--- src/rtl/hz_pkg.sv ---
package hz_pkg;

  typedef enum logic [2:0] {
    OP_ALU_R  = 3'd0,
    OP_ALU_I  = 3'd1,
    OP_LOAD   = 3'd2,
    OP_STORE  = 3'd3,
    OP_JUMP   = 3'd4,
    OP_BRANCH = 3'd5
  } hz_op_e;

  typedef enum logic [1:0] {
    FWD_RF  = 2'd0,
    FWD_MEM = 2'd1,
    FWD_WB  = 2'd2
  } hz_fwd_e;

  localparam int unsigned NUM_SRC = 2;

  // Which register fields an operation actually reads (idx 0 = rs1, 1 = rs2)
  function automatic logic op_reads(input logic [2:0] op, input int idx);
    logic r;
    case (hz_op_e'(op))
      OP_ALU_R:  r = 1'b1;
      OP_STORE:  r = 1'b1;
      OP_ALU_I,
      OP_LOAD,
      OP_BRANCH: r = (idx == 0);
      default:   r = 1'b0;
    endcase
    return r;
  endfunction

  function automatic logic op_writes(input logic [2:0] op);
    logic w;
    case (hz_op_e'(op))
      OP_ALU_R, OP_ALU_I, OP_LOAD: w = 1'b1;
      default:                     w = 1'b0;
    endcase
    return w;
  endfunction

endpackage

--- src/rtl/hz_stage_track.sv ---
module hz_stage_track #(
  parameter int unsigned REG_W = 5
) (
  input  logic             clk,
  input  logic             rst,
  input  logic             issue,
  input  logic [2:0]       id_op,
  input  logic [REG_W-1:0] id_rd,
  output logic             ex_valid,
  output logic [2:0]       ex_op,
  output logic [REG_W-1:0] ex_rd,
  output logic             ex_wen,
  output logic [REG_W-1:0] mem_rd,
  output logic             mem_wen
);
  import hz_pkg::*;

  localparam logic [REG_W-1:0] ZERO_REG = '0;

  logic id_wen;
  assign id_wen = issue && op_writes(id_op) && (id_rd != ZERO_REG);

  always_ff @(posedge clk) begin
    if (rst) begin
      ex_valid <= 1'b0;
      ex_op    <= OP_ALU_R;
      ex_rd    <= '0;
      ex_wen   <= 1'b0;
      mem_rd   <= '0;
      mem_wen  <= 1'b0;
    end else begin
      ex_valid <= issue;
      ex_op    <= id_op;
      ex_rd    <= id_rd;
      ex_wen   <= id_wen;
      mem_rd   <= ex_rd;
      mem_wen  <= ex_wen;
    end
  end
endmodule

--- src/rtl/hz_issue_ctrl.sv ---
module hz_issue_ctrl #(
  parameter int unsigned REG_W = 5
) (
  input  logic             ext_stall,
  input  logic             id_valid,
  input  logic [2:0]       id_op,
  input  logic [REG_W-1:0] id_rs1,
  input  logic [REG_W-1:0] id_rs2,
  input  logic             ex_valid,
  input  logic [2:0]       ex_op,
  input  logic [REG_W-1:0] ex_rd,
  input  logic             ex_wen,
  input  logic             ex_src_zero,
  output logic             taken,
  output logic             interlock,
  output logic             issue,
  output logic             hold_front
);
  import hz_pkg::*;

  logic ex_is_load, hit1, hit2;

  always_comb begin
    ex_is_load = ex_valid && (hz_op_e'(ex_op) == OP_LOAD);
    taken      = ex_valid && ((hz_op_e'(ex_op) == OP_JUMP) ||
                              ((hz_op_e'(ex_op) == OP_BRANCH) && ex_src_zero));
    hit1       = op_reads(id_op, 0) && (id_rs1 == ex_rd);
    hit2       = op_reads(id_op, 1) && (id_rs2 == ex_rd);
    interlock  = id_valid && ex_is_load && ex_wen && (hit1 || hit2);
    issue      = id_valid && !ext_stall && !taken && !interlock;
    hold_front = !taken && (ext_stall || interlock);
  end
endmodule

--- src/rtl/hz_fwd_pick.sv ---
module hz_fwd_pick #(
  parameter int unsigned REG_W = 5
) (
  input  logic             clk,
  input  logic             rst,
  input  logic             issue,
  input  logic             src_used,
  input  logic [REG_W-1:0] src,
  input  logic             ex_wen,
  input  logic [REG_W-1:0] ex_rd,
  input  logic             mem_wen,
  input  logic [REG_W-1:0] mem_rd,
  output logic [1:0]       sel
);
  import hz_pkg::*;

  localparam logic [REG_W-1:0] ZERO_REG = '0;

  hz_fwd_e nxt;

  always_comb begin
    nxt = FWD_RF;
    if (issue && src_used && (src != ZERO_REG)) begin
      if (ex_wen && (ex_rd == src))        nxt = FWD_MEM;
      else if (mem_wen && (mem_rd == src)) nxt = FWD_WB;
    end
  end

  always_ff @(posedge clk) begin
    if (rst) sel <= FWD_RF;
    else     sel <= nxt;
  end
endmodule

--- src/rtl/pipe_hazard_ctrl.sv ---
module pipe_hazard_ctrl #(
  parameter int unsigned REG_W = 5
) (
  input  logic             clk,
  input  logic             rst,
  input  logic             ext_stall,
  input  logic             id_valid,
  input  logic [2:0]       id_op,
  input  logic [REG_W-1:0] id_rd,
  input  logic [REG_W-1:0] id_rs1,
  input  logic [REG_W-1:0] id_rs2,
  input  logic             ex_src_zero,
  output logic             issue,
  output logic             hold_front,
  output logic             squash_front,
  output logic             load_interlock,
  output logic [1:0]       fwd_a_sel,
  output logic [1:0]       fwd_b_sel
);
  import hz_pkg::*;

  logic             ex_valid, ex_wen, mem_wen, taken;
  logic [2:0]       ex_op;
  logic [REG_W-1:0] ex_rd, mem_rd;
  logic [REG_W-1:0] src_reg [NUM_SRC];
  logic [1:0]       src_sel [NUM_SRC];

  assign src_reg[0] = id_rs1;
  assign src_reg[1] = id_rs2;

  hz_stage_track #(.REG_W(REG_W)) track_i (
    .clk(clk), .rst(rst), .issue(issue), .id_op(id_op), .id_rd(id_rd),
    .ex_valid(ex_valid), .ex_op(ex_op), .ex_rd(ex_rd), .ex_wen(ex_wen),
    .mem_rd(mem_rd), .mem_wen(mem_wen)
  );

  hz_issue_ctrl #(.REG_W(REG_W)) ctrl_i (
    .ext_stall(ext_stall), .id_valid(id_valid), .id_op(id_op),
    .id_rs1(id_rs1), .id_rs2(id_rs2), .ex_valid(ex_valid), .ex_op(ex_op),
    .ex_rd(ex_rd), .ex_wen(ex_wen), .ex_src_zero(ex_src_zero),
    .taken(taken), .interlock(load_interlock), .issue(issue),
    .hold_front(hold_front)
  );

  for (genvar g = 0; g < NUM_SRC; g++) begin : g_src
    hz_fwd_pick #(.REG_W(REG_W)) pick_i (
      .clk(clk), .rst(rst), .issue(issue),
      .src_used(op_reads(id_op, g)), .src(src_reg[g]),
      .ex_wen(ex_wen), .ex_rd(ex_rd), .mem_wen(mem_wen), .mem_rd(mem_rd),
      .sel(src_sel[g])
    );
  end

  assign squash_front = taken;
  assign fwd_a_sel    = src_sel[0];
  assign fwd_b_sel    = src_sel[1];
endmodule

--- config.mk ---
export PLATFORM = sky130hd
export DESIGN_NAME = pipe_hazard_ctrl
export DESIGN_NICKNAME = d
export VERILOG_FILES = /design/src/rtl/hz_pkg.sv /design/src/rtl/hz_stage_track.sv /design/src/rtl/hz_issue_ctrl.sv /design/src/rtl/hz_fwd_pick.sv /design/src/rtl/pipe_hazard_ctrl.sv
export SDC_FILE = /design/constraint.sdc
export NUM_CORES = 1
export LEC_CHECK = 0
export BUFFER_PORTS_ARGS = -buffer_cell sky130_fd_sc_hd__buf_2
export CAP_MARGIN = 20
export CORE_ASPECT_RATIO = 1.75
export CORE_UTILIZATION = 35
export CTS_CLUSTER_SIZE = 24
export DETAILED_ROUTE_END_ITERATION = 12
export RECOVER_POWER = 100
export SLEW_MARGIN = 10
export SYNTH_ARGS = -nofsm -noshare
export SYNTH_HDL_FRONTEND = slang
export SYNTH_SLANG_ARGS = --single-unit
--- constraint.sdc ---
create_clock -name clk -period 5.6 [get_ports clk]
set_input_delay 1.4 -clock clk [delete_from_list [all_inputs] [get_ports clk]]
set_output_delay 1.4 -clock clk [all_outputs]
set_load 0.005 [all_outputs]
After elaboration in Yosys (flattened, before gate mapping)
Cells that the tools add are included.
- register bits after elaboration: 20
- equal/unequal tests: 13
- mux-type cells: 7
- bitwise operators: 2
- reductions and logical operators: 39
- operator list (operator ; number):
    5-bit == test ; 6
    1-bit logical AND ; 22
    5-bit nonzero test ; 3
    3-bit by 2-bit == test with 1-bit output, second input constant ; 3
    3-bit == test, second input constant ; 3
    3-bit OR reduction ; 3
    2-bit OR reduction ; 3
    1-bit 2-to-1 mux ; 5
    5-bit OR reduction ; 1
    2-bit 2-to-1 mux ; 2
    3-bit by 1-bit == test with 1-bit output, second input constant ; 1
    1-bit zero test ; 3
    3-bit zero test ; 1
    1-bit logical OR ; 3
    1-bit inverter ; 2

Longest topological paths before layout
- depth in word-level cells: 12
- depth in mapped cells: 5
- gate-level depth less buffers: 5

By module
From an unflattened synthesis, not the netlist that was laid out.
- cells, all modules: 108
- area total of the unflattened synthesis: 1038.5 µm²
- modules (own cells, without submodules) (module ; instances ; cells each ; area each (µm²) ; sequential area each (µm²)):
    hz_stage_track ; 1 ; 35 ; 440.4 ; 320.3
    hz_fwd_pick ; 2 ; 21 ; 187.7 ; 40.0
    hz_issue_ctrl ; 1 ; 27 ; 201.4 ; 0.0
    pipe_hazard_ctrl ; 1 ; 4 ; 21.3 ; 0.0

Worst setup path after synthesis
Ideal clock, no wire load.
- path type: input to output
- start point: input id_rs2[3]
- end point: output hold_front
- arrival: 2579 ps
- data required time: 4200 ps
- setup slack: 1621 ps
- stages: 5
- buffers on the path: 0
- cells stage by stage: xnor2_1 -> nand3_1 -> or4_4 -> a21oi_4 -> o32a_1
- word-level cells in the longest chain between the ends: 6
- ends and longest elaborated chain (item ; RTL line ; text):
    start: declaration ; pipe_hazard_ctrl.sv:11 ; input logic [REG_W-1:0] id_rs2,
    5-bit == test ; hz_issue_ctrl.sv:28 ; hit2 = op_reads(id_op, 1) && (id_rs2 == ex_rd);
    1-bit logical AND ; hz_issue_ctrl.sv:28 ;
    1-bit logical OR ; hz_issue_ctrl.sv:29 ; interlock = id_valid && ex_is_load && ex_wen && (hit1 || hit2);
    1-bit logical AND ; hz_issue_ctrl.sv:29 ;
    via load_interlock ; pipe_hazard_ctrl.sv:16 ; output logic load_interlock,
    1-bit logical OR ; hz_issue_ctrl.sv:31 ; hold_front = !taken && (ext_stall || interlock);
    1-bit logical AND ; hz_issue_ctrl.sv:31 ;
    end: declaration ; pipe_hazard_ctrl.sv:14 ; output logic hold_front,
The timed path passes the listed nets, and every way through them passes these cells.

Final worst setup path
- start point: input id_rs2[1]
- end point: output hold_front
- word-level cells in the longest chain between the ends: 6
- ends and longest elaborated chain (item ; RTL line):
    5-bit == test ; hz_issue_ctrl.sv:28
    1-bit logical AND ; hz_issue_ctrl.sv:28
    1-bit logical OR ; hz_issue_ctrl.sv:29
    1-bit logical AND ; hz_issue_ctrl.sv:29
    1-bit logical OR ; hz_issue_ctrl.sv:31
    1-bit logical AND ; hz_issue_ctrl.sv:31
Every way passes these cells.

==> flow_metrics.env <==
export IMPL_run_status="complete, no violations"
export IMPL_htree_levels=1
export IMPL_p_sw_share_pct=23.2
export IMPL_drv_cap=0
export IMPL_pwr_share_clk_pct=32.3
export IMPL_critPathArrivalTime_ns=3.38
export IMPL_peakVddDrop_mv=0.117
export IMPL_synth_async_reset_ratio_pct=0
export IMPL_synth_seq_cells=20
export IMPL_hold_class="reg -> reg"
export IMPL_worst_setup_path_type="in -> out"
export IMPL_drive_gt1_share_pct=19.4
export IMPL_grt_pass1_wl_um=3300
export IMPL_synthFlopType="dfxtp_1"
export IMPL_ff2ff_setup_slack_ns=3.34
export IMPL_netlist_area_sq_um=920
export IMPL_fp_dieH_um=69.8
export IMPL_cts_buffers_inserted=3
export IMPL_slew_headroom_pct=56.9
export IMPL_critPathLaunchType="input port"
export IMPL_portBuffers=30
export IMPL_fin_crit_sh_pct=85.4
export IMPL_maxSlewViolCount=0
export IMPL_fmax_mhz=209
export IMPL_row_count=24
export IMPL_area_growth_pct=21.2
export IMPL_fin_crit_ns=4.78
export IMPL_clockBufferDepth=2
export IMPL_cts_hold_buf=0
export IMPL_vias=805
export IMPL_power_total_uw=279
export IMPL_hold_violations=0
export IMPL_antenna_left=0
export IMPL_crit_path_max_fanout=9
export IMPL_nets=154
export IMPL_critPathCaptureType="output port"
export IMPL_crit_family="compound AO/OA/AOI/OAI gates"
export IMPL_yosysSeqAreaShare_pct=43.5
export IMPL_setup_viol=0
export IMPL_synth_top_cell_by_area="dfxtp_1"
export IMPL_slowest_stage="or4_2"
export IMPL_clk_pin_slew_ns=0.07
export IMPL_clkLatencyLatePin_ns=0.25
export IMPL_tightest_slew_ns=0.647
export IMPL_overflow=0
export IMPL_clock_root_buffer="clkbuf_8"
export IMPL_antenna_cells=0
export IMPL_die_w_um=40.8
export IMPL_dp_hpwl_um=1690
export IMPL_min_path_cells=1
export IMPL_crit_required_ns=4.20
export IMPL_leakage_nw=0.440
export IMPL_grt_pass1_vias=817
export IMPL_antenna_found_initial=0
export IMPL_avgRoutedWirePerCell_um=12.9
export IMPL_postCtsSetupRepairBufs=0
export IMPL_critPathBufInv=2
export IMPL_synthCells=97
export IMPL_p_int_uw=214
export IMPL_p_switching_uw=64.8
export IMPL_synth_edff_count=0
export IMPL_gp_congestion=0.891
export IMPL_yosys_warnings=0
export IMPL_cts_tree="built"
export IMPL_crit_chain="clkbuf_1 -> xnor2_1 -> nand3_1 -> or4_2 -> a21oi_1 -> o32a_1 -> clkbuf_1"
export IMPL_dr_pass1_iters=4
export IMPL_combPwrFrac_pct=13.2
export IMPL_synth_top_area_share_pct=43.5
export IMPL_syn_area_per_cell_sq_um=9.48
export IMPL_viasPerCell=5.19
export IMPL_skew_ns=0.00131
export IMPL_r2r_cells=5
export IMPL_die_area_sq_um=2840
export IMPL_yosysUniqueCellTypes=21
export IMPL_fin_tns_setup_ns=0
export IMPL_initial_utilization_pct=36.9
export IMPL_worst_path_stages=7
export IMPL_power_density_nw_per_um2=250
export IMPL_grtUsageTotal_pct=16.6
export IMPL_cts_resized=0
export IMPL_synth_nets=120
export IMPL_drt_total_wl_um=2000
export IMPL_slowest_delay_ns=0.65
export IMPL_seqPwrFrac_pct=54.6
export IMPL_num_io_pins=31
export IMPL_rsz0062_at_grt="false"
export IMPL_cp_common_cell="clkbuf_1"
export IMPL_dr_first_iter_drc_count=15
export IMPL_grt_max_degree=16
export IMPL_ys_top_cells_by_area="dfxtp_1 (44%), xnor2_1 (10%), nor2b_1 (9.5%)"
export IMPL_drc=0
export IMPL_core_area_sq_um=2490
export IMPL_n_fill_cell=265
export IMPL_cts_sinks=20
path summary, 6_finish.rpt:
| path | start | end |
|---|---|---|
| hold reg to reg | track_i.ex_rd[0] | track_i.mem_rd[0] |
| hold / removal | track_i.ex_rd[0] | track_i.mem_rd[0] |
| setup / recovery | id_rs2[1] | hold_front |
| setup reg to reg | track_i.ex_rd[1] | g_src[0].pick_i.sel[1] |
power by group through the flow:
stage,registers [mW],logic [mW],clock network (mW)
final,0.152,0.0368,0.0899
after CTS,0.152,0.0379,0.0930
after global routing,0.153,0.0411,0.100
after global placement,0.155,0.0368,0
after floorplan,0.154,0.0214,0
after detailed placement,0.155,0.0376,0
layout make-up:
| cell class | count | area, sq um | area share (%) |
|---|---|---|---|
| clock buffers | 3 | 41.3 | 3.70 |
| inverters | 2 | 7.51 | 0.673 |
| multi-input cells | 74 | 494 | 44.3 |
| flip-flops and latches | 20 | 400 | 35.9 |
| well taps | 26 | 32.5 | 2.92 |
| repair buffers | 30 | 139 | 12.5 |
layout by cell type (no fill, tap or decap):
cell type | Yosys | routed
nor2_1 | 6 | 6
dfxtp_1 | 20 | 20
nor2b_1 | 14 | 14
clkbuf_8 | 0 | 3
or4_1 | 3 | 3
or3_1 | 1 | 1
or4_2 | 0 | 1
nand2_1 | 3 | 3
nand2b_1 | 1 | 1
a21oi_1 | 1 | 2
clkbuf_1 | 1 | 9
nor4_1 | 4 | 4
inv_1 | 2 | 2
nor4bb_1 | 1 | 1
clkbuf_2 | 0 | 1
buf_2 | 0 | 20
xor2_1 | 10 | 10
xnor2_1 | 11 | 11
nand3_1 | 6 | 6
o21ai_0 | 4 | 4
and4b_1 | 2 | 2
nor3_1 | 4 | 4
o32a_1 | 1 | 1
cell families after synthesis:
logic type / count (synthesis) / synth area share (%)
AOI/OAI and AO/OA: 7 / 5.58
xor gates and xnor gates: 21 / 20.0
buffers and inverters: 3 / 1.22
DFF: 20 / 43.5
and+or+nand+nor: 46 / 29.7
synth_stat cells (all sizes together), types with 2 or more instances:
cell type  instances
nor4               4
and4b              2
inv                2
or4                4
dfxtp             20
a21oi              2
nand3              6
xnor2             11
xor2              10
o21ai              4
nor2b             14
nor3               4
nor2               6
nand2              3
metrics by stage:
stage | hold WS [ns] | instances | setup slack (ns) | util, % | cell area, sq um
final | 0.506 | 155 | 0.819 | 44.7 | 1110
after global routing | 0.526 | 155 | 0.649 | 44.7 | 1110
after CTS | 0.509 | 155 | 1.31 | 45.7 | 1140
after detailed placement | 0.499 | 152 | 1.32 | 44.1 | 1100
after global placement | 0.497 | 152 | 1.36 | 44.1 | 1100
after floorplan | 0.459 | 97 | 1.62 | - | 920
sequential cells by signal, indices dropped and copies added (netlist names):
register,count
track_i.ex_op,3
track_i.ex_rd,5
track_i.mem_rd,5
track_i.mem_wen,1
g_src.pick_i.sel,4
track_i.ex_wen,1
track_i.ex_valid,1
per-layer routing:
layer	global-route usage, %	vias to the layer above	wire length (um)
li1	-	401	-
met3	3.53	12	76
met5	0	-	0
met4	9.63	0	107
met2	28.2	28	1100
met1	16.6	364	715
Power figures use the tool's default switching activity.
